**config.mk**
```make
export PLATFORM = sky130hd
export DESIGN_NAME = pwr_state_ctrl
export DESIGN_NICKNAME = d
export VERILOG_FILES = /design/src/rtl/psc_pkg.sv /design/src/rtl/psc_rst_sync.sv /design/src/rtl/psc_ctl_bits.sv /design/src/rtl/psc_fsm.sv /design/src/rtl/pwr_state_ctrl.sv
export SDC_FILE = /design/constraint.sdc
export NUM_CORES = 1
export LEC_CHECK = 0
export BUFFER_PORTS_ARGS = -buffer_cell sky130_fd_sc_hd__buf_2
export CAP_MARGIN = 20
export CORE_AREA = 10 10 47 49
export DETAILED_ROUTE_END_ITERATION = 8
export DIE_AREA = 0 0 57 59
export HOLD_SLACK_MARGIN = 0.1
export SETUP_SLACK_MARGIN = 0.05
export SLEW_MARGIN = 5
export SYNTH_ARGS = -nofsm -noshare
export SYNTH_HDL_FRONTEND = slang
export SYNTH_HIERARCHICAL = 1
export SYNTH_SLANG_ARGS = --single-unit
```
**constraint.sdc**
```tcl
create_clock -name clk -period 0.8 [get_ports clk]
set_input_delay 0 -clock clk [delete_from_list [all_inputs] [get_ports clk]]
set_output_delay 0 -clock clk [all_outputs]
set_load 0.01 [all_outputs]
```
**src/rtl/psc_pkg.sv**
```systemverilog
package psc_pkg;
    typedef enum logic [1:0] {
        PS_RESET  = 2'd0,
        PS_NORMAL = 2'd1,
        PS_IDLE   = 2'd2
    } pwr_state_e;
endpackage

```
**src/rtl/psc_rst_sync.sv**
```systemverilog
module psc_rst_sync #(
    parameter int STAGES = 2
) (
    input  logic clk,
    input  logic rst_n,
    output logic rst_int_n
);
    logic [STAGES-1:0] chain_q;

    generate
        if (STAGES == 1) begin : g_single
            always_ff @(posedge clk or negedge rst_n) begin
                if (!rst_n) chain_q <= '0;
                else        chain_q <= 1'b1;
            end
        end else begin : g_multi
            always_ff @(posedge clk or negedge rst_n) begin
                if (!rst_n) chain_q <= '0;
                else        chain_q <= {chain_q[STAGES-2:0], 1'b1};
            end
        end
    endgenerate

    assign rst_int_n = chain_q[STAGES-1];
endmodule

```
**src/rtl/psc_ctl_bits.sv**
```systemverilog
module psc_ctl_bits (
    input  logic clk,
    input  logic rst_int_n,
    input  logic acc_en,
    input  logic wake_clr,
    input  logic wr,
    input  logic dev_idle_d,
    input  logic pm_idle_d,
    output logic dev_idle_q,
    output logic pm_idle_q
);
    always_ff @(posedge clk or negedge rst_int_n) begin
        if (!rst_int_n) begin
            dev_idle_q <= 1'b0;
            pm_idle_q  <= 1'b0;
        end else if (wake_clr) begin
            dev_idle_q <= 1'b0;
        end else if (wr && acc_en) begin
            dev_idle_q <= dev_idle_d;
            pm_idle_q  <= pm_idle_d;
        end
    end


    frozen_bits_chk: assert property (@(posedge clk) disable iff (!rst_int_n)
        (!acc_en && !wake_clr) |=> ($stable(dev_idle_q) && $stable(pm_idle_q)));


    wake_clears_chk: assert property (@(posedge clk) disable iff (!rst_int_n)
        wake_clr |=> !dev_idle_q);
endmodule

```
**src/rtl/psc_fsm.sv**
```systemverilog
module psc_fsm
    import psc_pkg::*;
#(
    parameter int RST_HOLD = 16
) (
    input  logic       clk,
    input  logic       rst_int_n,
    input  logic       dev_idle,
    input  logic       pm_idle,
    input  logic       wake_evt,
    output logic       wake_clr,
    output logic [1:0] state_o,
    output logic       clk_en,
    output logic       reg_acc_en,
    output logic       phy_suspend,
    output logic       vbus_lp_sel,
    output logic       vbus_cmp_en,
    output logic       id_det_en,
    output logic       sleep_o
);
    localparam int CNT_W = (RST_HOLD > 1) ? $clog2(RST_HOLD) : 1;
    localparam logic [CNT_W-1:0] HOLD_LAST = CNT_W'(RST_HOLD - 1);

    pwr_state_e state_q, state_d;
    logic [CNT_W-1:0] hold_cnt_q;
    logic hold_done;

    assign hold_done = (hold_cnt_q == HOLD_LAST);
    assign wake_clr  = (state_q == PS_IDLE) && wake_evt;

    always_ff @(posedge clk or negedge rst_int_n) begin
        if (!rst_int_n)                          hold_cnt_q <= '0;
        else if (state_q == PS_RESET && !hold_done) hold_cnt_q <= hold_cnt_q + 1'b1;
    end

    always_comb begin
        state_d = state_q;
        unique case (state_q)
            PS_RESET:  if (hold_done) state_d = PS_NORMAL;
            PS_NORMAL: if (dev_idle)  state_d = PS_IDLE;
            PS_IDLE:   if (wake_evt)  state_d = PS_NORMAL;
            default:                  state_d = PS_RESET;
        endcase
    end

    always_ff @(posedge clk or negedge rst_int_n) begin
        if (!rst_int_n) state_q <= PS_RESET;
        else            state_q <= state_d;
    end

    always_comb begin
        clk_en      = 1'b1;
        reg_acc_en  = 1'b0;
        phy_suspend = 1'b0;
        vbus_lp_sel = 1'b0;
        vbus_cmp_en = 1'b0;
        id_det_en   = 1'b0;
        sleep_o     = 1'b0;
        unique case (state_q)
            PS_NORMAL: begin
                reg_acc_en  = 1'b1;
                vbus_cmp_en = 1'b1;
                id_det_en   = 1'b1;
            end
            PS_IDLE: begin
                clk_en      = 1'b0;
                phy_suspend = 1'b1;
                vbus_lp_sel = 1'b1;
                id_det_en   = 1'b1;
                sleep_o     = dev_idle && pm_idle;
            end
            default: ;
        endcase
    end

    assign state_o = state_q;


    reset_exit_chk: assert property (@(posedge clk) disable iff (!rst_int_n)
        (state_q == PS_RESET) |=> (state_q == PS_RESET || state_q == PS_NORMAL));


    park_chk: assert property (@(posedge clk) disable iff (!rst_int_n)
        (state_q == PS_NORMAL && dev_idle) |=> (state_q == PS_IDLE));


    wake_exit_chk: assert property (@(posedge clk) disable iff (!rst_int_n)
        (state_q == PS_IDLE && wake_evt) |=> (state_q == PS_NORMAL && !sleep_o));


    stay_normal_chk: assert property (@(posedge clk) disable iff (!rst_int_n)
        (state_q == PS_NORMAL && !dev_idle) |=> (state_q == PS_NORMAL));


    sleep_qual_chk: assert property (@(posedge clk) disable iff (!rst_int_n)
        sleep_o |-> (dev_idle && pm_idle && !reg_acc_en));
endmodule

```
**src/rtl/pwr_state_ctrl.sv**
```systemverilog
module pwr_state_ctrl #(
    parameter int SYNC_STAGES = 2,
    parameter int RST_HOLD    = 16
) (
    input  logic       clk,
    input  logic       rst_n,
    input  logic       cfg_wr,
    input  logic       cfg_dev_idle,
    input  logic       cfg_pm_idle,
    input  logic       wake_evt,
    output logic [1:0] pwr_state,
    output logic       clk_en,
    output logic       reg_acc_en,
    output logic       phy_suspend,
    output logic       vbus_lp_sel,
    output logic       vbus_cmp_en,
    output logic       id_det_en,
    output logic       sleep_o
);
    logic rst_int_n;
    logic dev_idle_q, pm_idle_q, wake_clr;

    psc_rst_sync #(.STAGES(SYNC_STAGES)) u_sync (
        .clk       (clk),
        .rst_n     (rst_n),
        .rst_int_n (rst_int_n)
    );

    psc_ctl_bits u_bits (
        .clk        (clk),
        .rst_int_n  (rst_int_n),
        .acc_en     (reg_acc_en),
        .wake_clr   (wake_clr),
        .wr         (cfg_wr),
        .dev_idle_d (cfg_dev_idle),
        .pm_idle_d  (cfg_pm_idle),
        .dev_idle_q (dev_idle_q),
        .pm_idle_q  (pm_idle_q)
    );

    psc_fsm #(.RST_HOLD(RST_HOLD)) u_fsm (
        .clk         (clk),
        .rst_int_n   (rst_int_n),
        .dev_idle    (dev_idle_q),
        .pm_idle     (pm_idle_q),
        .wake_evt    (wake_evt),
        .wake_clr    (wake_clr),
        .state_o     (pwr_state),
        .clk_en      (clk_en),
        .reg_acc_en  (reg_acc_en),
        .phy_suspend (phy_suspend),
        .vbus_lp_sel (vbus_lp_sel),
        .vbus_cmp_en (vbus_cmp_en),
        .id_det_en   (id_det_en),
        .sleep_o     (sleep_o)
    );


    reset_outputs_chk: assert property (@(posedge clk)
        !rst_n |-> (pwr_state == 2'd0 && !sleep_o && !reg_acc_en));
endmodule

```
Word-level counts from Yosys, hierarchy flattened. Index checks and enable logic that the tools add are counted.

Flip-flop bits (word level): 10. Input port bits: 6. Word-level logic and storage cells: 34.

Add/subtract/negate cells: 1. Equality and inequality tests: 6. Multiplexer cells: 11. Bitwise operators: 1. Reduce and logical (&&, ||, !) cells: 10.

Operator list (number): 1-bit 2-to-1 mux (7); 2-bit 2-to-1 mux (3); 2-bit one-hot mux with 3 select lines (1); 4-bit by 1-bit adder with 4-bit output, second input constant (1); 4-bit equality test, second input constant (1); 1-bit logical AND (4); 2-bit inequality test, second input constant (2); 3-bit AND reduction (1); 2-bit by 1-bit equality test with 1-bit output, second input constant (1); 2-bit equality test, second input constant (1); 2-bit zero test (1); 2-bit by 1-bit inequality test with 1-bit output, second input constant (1); 2-bit AND reduction (1); 2-bit nonzero test (1); 2-bit OR reduction (1); 1-bit zero test (1); 1-bit inverter (1).

Longest topological paths before layout.
Word-level depth: 5. Mapped depth: 6.

Hierarchy. The synthesis kept the hierarchy.

By module, submodules not included: psc_fsm (times used 1, cells an instance 35, area an instance 361.6 sq um); psc_ctl_bits (times used 1, cells an instance 7, area an instance 92.6 sq um); psc_rst_sync (times used 1, cells an instance 3, area an instance 53.8 sq um).

Least setup slack after synthesis. OpenSTA, ideal clock, no wires.

Kind: register -> register. Start: reg u_fsm.state_q[0] (netlist: u_fsm/state_o[0]). End: reg u_fsm.state_q[1] (netlist: u_fsm/state_o[1]). Library setup time: 0.128 ns. Data arrival time: 1.576 ns. Required time: 0.672 ns. Setup slack: -0.904 ns. Stages on the path, launching flop included: 5. Buffers on the path: 0. Path through: dfrtp_1 -> inv_1 -> ha_1 -> a222oi_1 -> mux2_1.

Longest elaborated chain between the ends: 3. Elaborated cells between the ends (all ways): 8. Those cells by class: eq/ne: 5; mux: 1; reduce/logical: 2.

Ends and longest elaborated chain: start, declared (line psc_fsm.sv:24) `pwr_state_e state_q, state_d;`; start signal, assigned (line psc_fsm.sv:48) `else state_q <= state_d;`; 2-bit by 1-bit equality test with 1-bit output, or another cell as far along (line psc_fsm.sv:38) `unique case (state_q)`; 2-bit inequality test (no line) or 2-bit by 1-bit inequality test with 1-bit output (tied branches); 3-bit AND reduction (no line).

Several ways; a longest one is shown, not always the timed one. A chain may end at the register's enable or synchronous reset.

Final worst setup path. Same ends and word-level chain as after synthesis.

==> results by group <==
STA
  – Worst setup margin: -714 ps
  – Fmax achieved: 660 MHz
  – Post-route minimum period: around 1500 ps
  – Final setup viols: 17
  – Final hold violation count: 1
  – Period Utilization, post-route: 1.89
  – Skew final: 2.74 ps
  – RSZ-0062 raised after global routing: true
  – Fin. max-slew vios: 0
  – Min Hold Slack: -34.6 ps

Global routing
  – Antenna violations before repair: 0
  – Grt total ovfl: 0
  – Global-route wire length before repair: 2.22 mm
  – Number of global-route vias before repair: 491
  – Largest net degree at the start of global routing: 9
  – GRT Resource Usage Total: 0.0840

Layout
  – Antenna Cells: 0
  – Fill count: 115
  – Layout cell share with drive strength beyond 1: 0.651
  – Area grow syn2layout: 74.6%
  – Nets@finish: 95

Clock tree
  – Worst-Skew Late Latency: between 200 and 300 ps
  – Post-CTS Hold Buffers: 4
  – Total clock sinks: 10
  – CTS Buf Count: 3
  – Worst-path clk slew: 70 ps
  – Root Driver: clkbuf_4
  – Max Root-Sink Buffers: 2
  – CTS tree: done
  – H-Tree Depth: 1

Die
  – Die area: 3360 um2
  – Die Width: roughly 57 um
  – Boundary Pins: 15
  – Num rows: 14
  – Height of the die: between 50 and 60 um
  – Core box area: 1400 um2
  – Initial Util: 0.362

Placement
  – Port Buf Inserts: 14
  – Post-Place Worst Slack: -746 ps
  – Gpl congestion: 0.683
  – Detail Placement HPWL: 926 um

Synthesis
  – Syn_nets: 56
  – Yosys top cell by area: dfrtp_1
  – Seq cells post-synth: 10
  – Register area share after synthesis: 0.493
  – Syn Inst Count: between 40 and 50
  – Post-synth top area share: 0.493
  – Area of the mapped netlist: a little over 500 um2
  – Library cells used by synthesis: 23
  – Mapped Avg Cell Area: 11.3 um2
  – Synth warnings: 6
  – Top cells by area, synth: dfrtp_1 49%, ha_1 12%, a21oi_1 3.9%, buf_4 3.0%, inv_1 3.0%

Worst setup path
  – R2R Path End: u_fsm/state_o[1]$_DFFE_PN0P_
  – CP peak stage delay: about 390 ps
  – Worst Setup SP: u_fsm/state_o[0]$_DFFE_PN0P_
  – CP required: 960 ps
  – Worst path cell trace: inv_2 -> ha_2 -> a222oi_1 -> buf_4 -> mux2_4
  – Reg2reg setup slack: -710 ps
  – CP Max Fanout: 3
  – Critical Path Source Type: flop
  – Reg2Reg Depth: 5
  – WS Path Type: flop to flop
  – Arrival time at the worst endpoint: 1670 ps
  – Top delay family on crit path: flip-flops
  – Worst path bufs/invs: 2
  – Reg2reg start: u_fsm/state_o[0]$_DFFE_PN0P_
  – CP max stage cell: dfrtp_2
  – Crit end category: flop

Drt
  – DRC: 0
  – DR vias/cell: 4.65
  – DRT antenna net count: 0
  – Final WL: 1.32 mm
  – Drt first pass iters: 4
  – Wire length per cell: around 13 um
  – Routed vias: 460
  – DRT iter0 DRCs: 6

Power and ir drop
  – PwrDens: 4300 nW/um2
  – Maximum VDD drop: between 2 and 3 mV
  – Static leakage: 0.436 nW
  – Overall power: 3.81 mW

Run
  – Max_cap viols: 0

Outcome
  – Status: finished with violations
  – Failing checks: hold timing, setup timing

Hold path
  – Hold endpoint: u_bits/pm_idle_q$_DFFE_PN0P_
  – Hold Path Stages: 2
  – HP Start: cfg_pm_idle
  – Hold Crit Class: input port to flop
worst max-delay path by stage:
stage | end | slack, ps | depth (start not counted)
6_report | u_fsm/state_o[1]$_DFFE_PN0P_ | -710 | 5
4_1_cts | u_fsm/state_o[1]$_DFFE_PN0P_ | -710 | 5
3_5_place_dp | u_fsm/state_o[1]$_DFFE_PN0P_ | -750 | 5
3_3_place_gp | u_fsm/state_o[1]$_DFFE_PN0P_ | -700 | 5
2_1_floorplan | u_fsm/state_o[1]$_DFFE_PN0P_ | -800 | 4
5_1_grt | u_fsm/state_o[0]$_DFFE_PN0P_ | -820 | 6
cell usage in the layout (no fill, tap or decap), types with 2 or more instances in the layout:
cell type,synthesis,routed
inv_1,4,2
a21oi_1,4,3
ha_4,0,2
clkbuf_4,0,3
dlygate4sd3_1,0,4
inv_2,0,2
dfrtp_1,10,8
mux2_4,1,3
buf_2,0,10
dfrtp_2,0,2
buf_4,2,16
ha_2,0,2
buf_6,0,6
cell families (layout without fill, tap and decap cells):
group | after synthesis | after routing | share of synthesized area
DFF | 10 | 10 | 0.493
and+or+nand+nor | 9 | 9 | 0.0960
buffers and inverters | 8 | 46 | 0.0763
AOI/OAI and AO/OA | 7 | 7 | 0.0936
adders and majority gates | 5 | 5 | 0.123
muxes | 4 | 4 | 0.0936
other | 1 | 1 | 0.00738
xor gates and xnor gates | 1 | 1 | 0.0172
flip-flops by register name, summed over array words and instances, names as in the netlist:
register,flops
u_fsm/hold_cnt_q,4
u_fsm/state_o,2
u_sync/chain_q,2
u_bits/dev_idle_q,1
u_bits/pm_idle_q,1
power by group:
part,internal [mW],switching (mW)
Clock,0.193,0.182
Combinational,1.50,1.05
Sequential,0.733,0.163
Total,2.42,1.39
worst register-to-register path, cell delays in order, from the launching register on:
cell and delay [ps]:
dfrtp_2 390, inv_2 70, ha_2 180, a222oi_1 290
buf_4 180, mux2_4 290
synthesized netlist by cell type:
master and n:
mux2i_1 1, a21oi_1 4, inv_1 4, nand3b_1 1, mux2_2 1, conb_1 1, clkinvlp_2 1, and3_1 2
mux2_4 1, o21bai_1 1, ha_1 5, nand2_1 1, a21bo_2 1, mux2_1 1, nor3_1 1, nand4_1 1
xnor2_1 1, nor2_1 1, a222oi_1 1, clkinv_1 1, buf_4 2, nand3_1 2, dfrtp_1 10
routing by layer:
metal,routed length [um],track usage,part of all wire,up-vias
met3,106,0.0386,0.080,2
li1,-,-,-,229
met5,0,0,0,-
met1,509,0.0883,0.39,214
met4,20,0.0503,0.015,0
met2,680,0.135,0.52,15
final cells by class:
type	count	area, um2	area share
Clock buffer	4	26.3	0.0296
Inverter	6	23.8	0.0268
Multi-Input combinational cell	27	287	0.323
Sequential cell	10	253	0.285
Tap cell	16	20.0	0.0226
Timing Repair Buffer	36	278	0.313
stage by stage:
| step | utilization | hold WS, ps | cells | TNS [ps] | instance area (um2) |
|---|---|---|---|---|---|
| floorplan | - | -296 | 45 | -3830 | 547 |
| global placement | 0.521 | -216 | 88 | -5060 | 731 |
| detailed placement | 0.521 | -213 | 88 | -5240 | 731 |
| CTS | 0.618 | -37.4 | 99 | -7830 | 866 |
| global route | 0.633 | -35.5 | 99 | -8900 | 887 |
| finish | 0.633 | -34.6 | 99 | -7920 | 887 |
what timing repair did:
| action | 4_1_cts | 5_1_grt |
|---|---|---|
| pin swaps | 3 | 5 |
| gates resized for setup | 10 | 5 |
| buffers inserted | 3 | 2 |
| setup endpoints to repair | 17 | 17 |
| hold endpoints to repair | 4 | 1 |
Note: power is estimated with default switching activity, not from simulation.
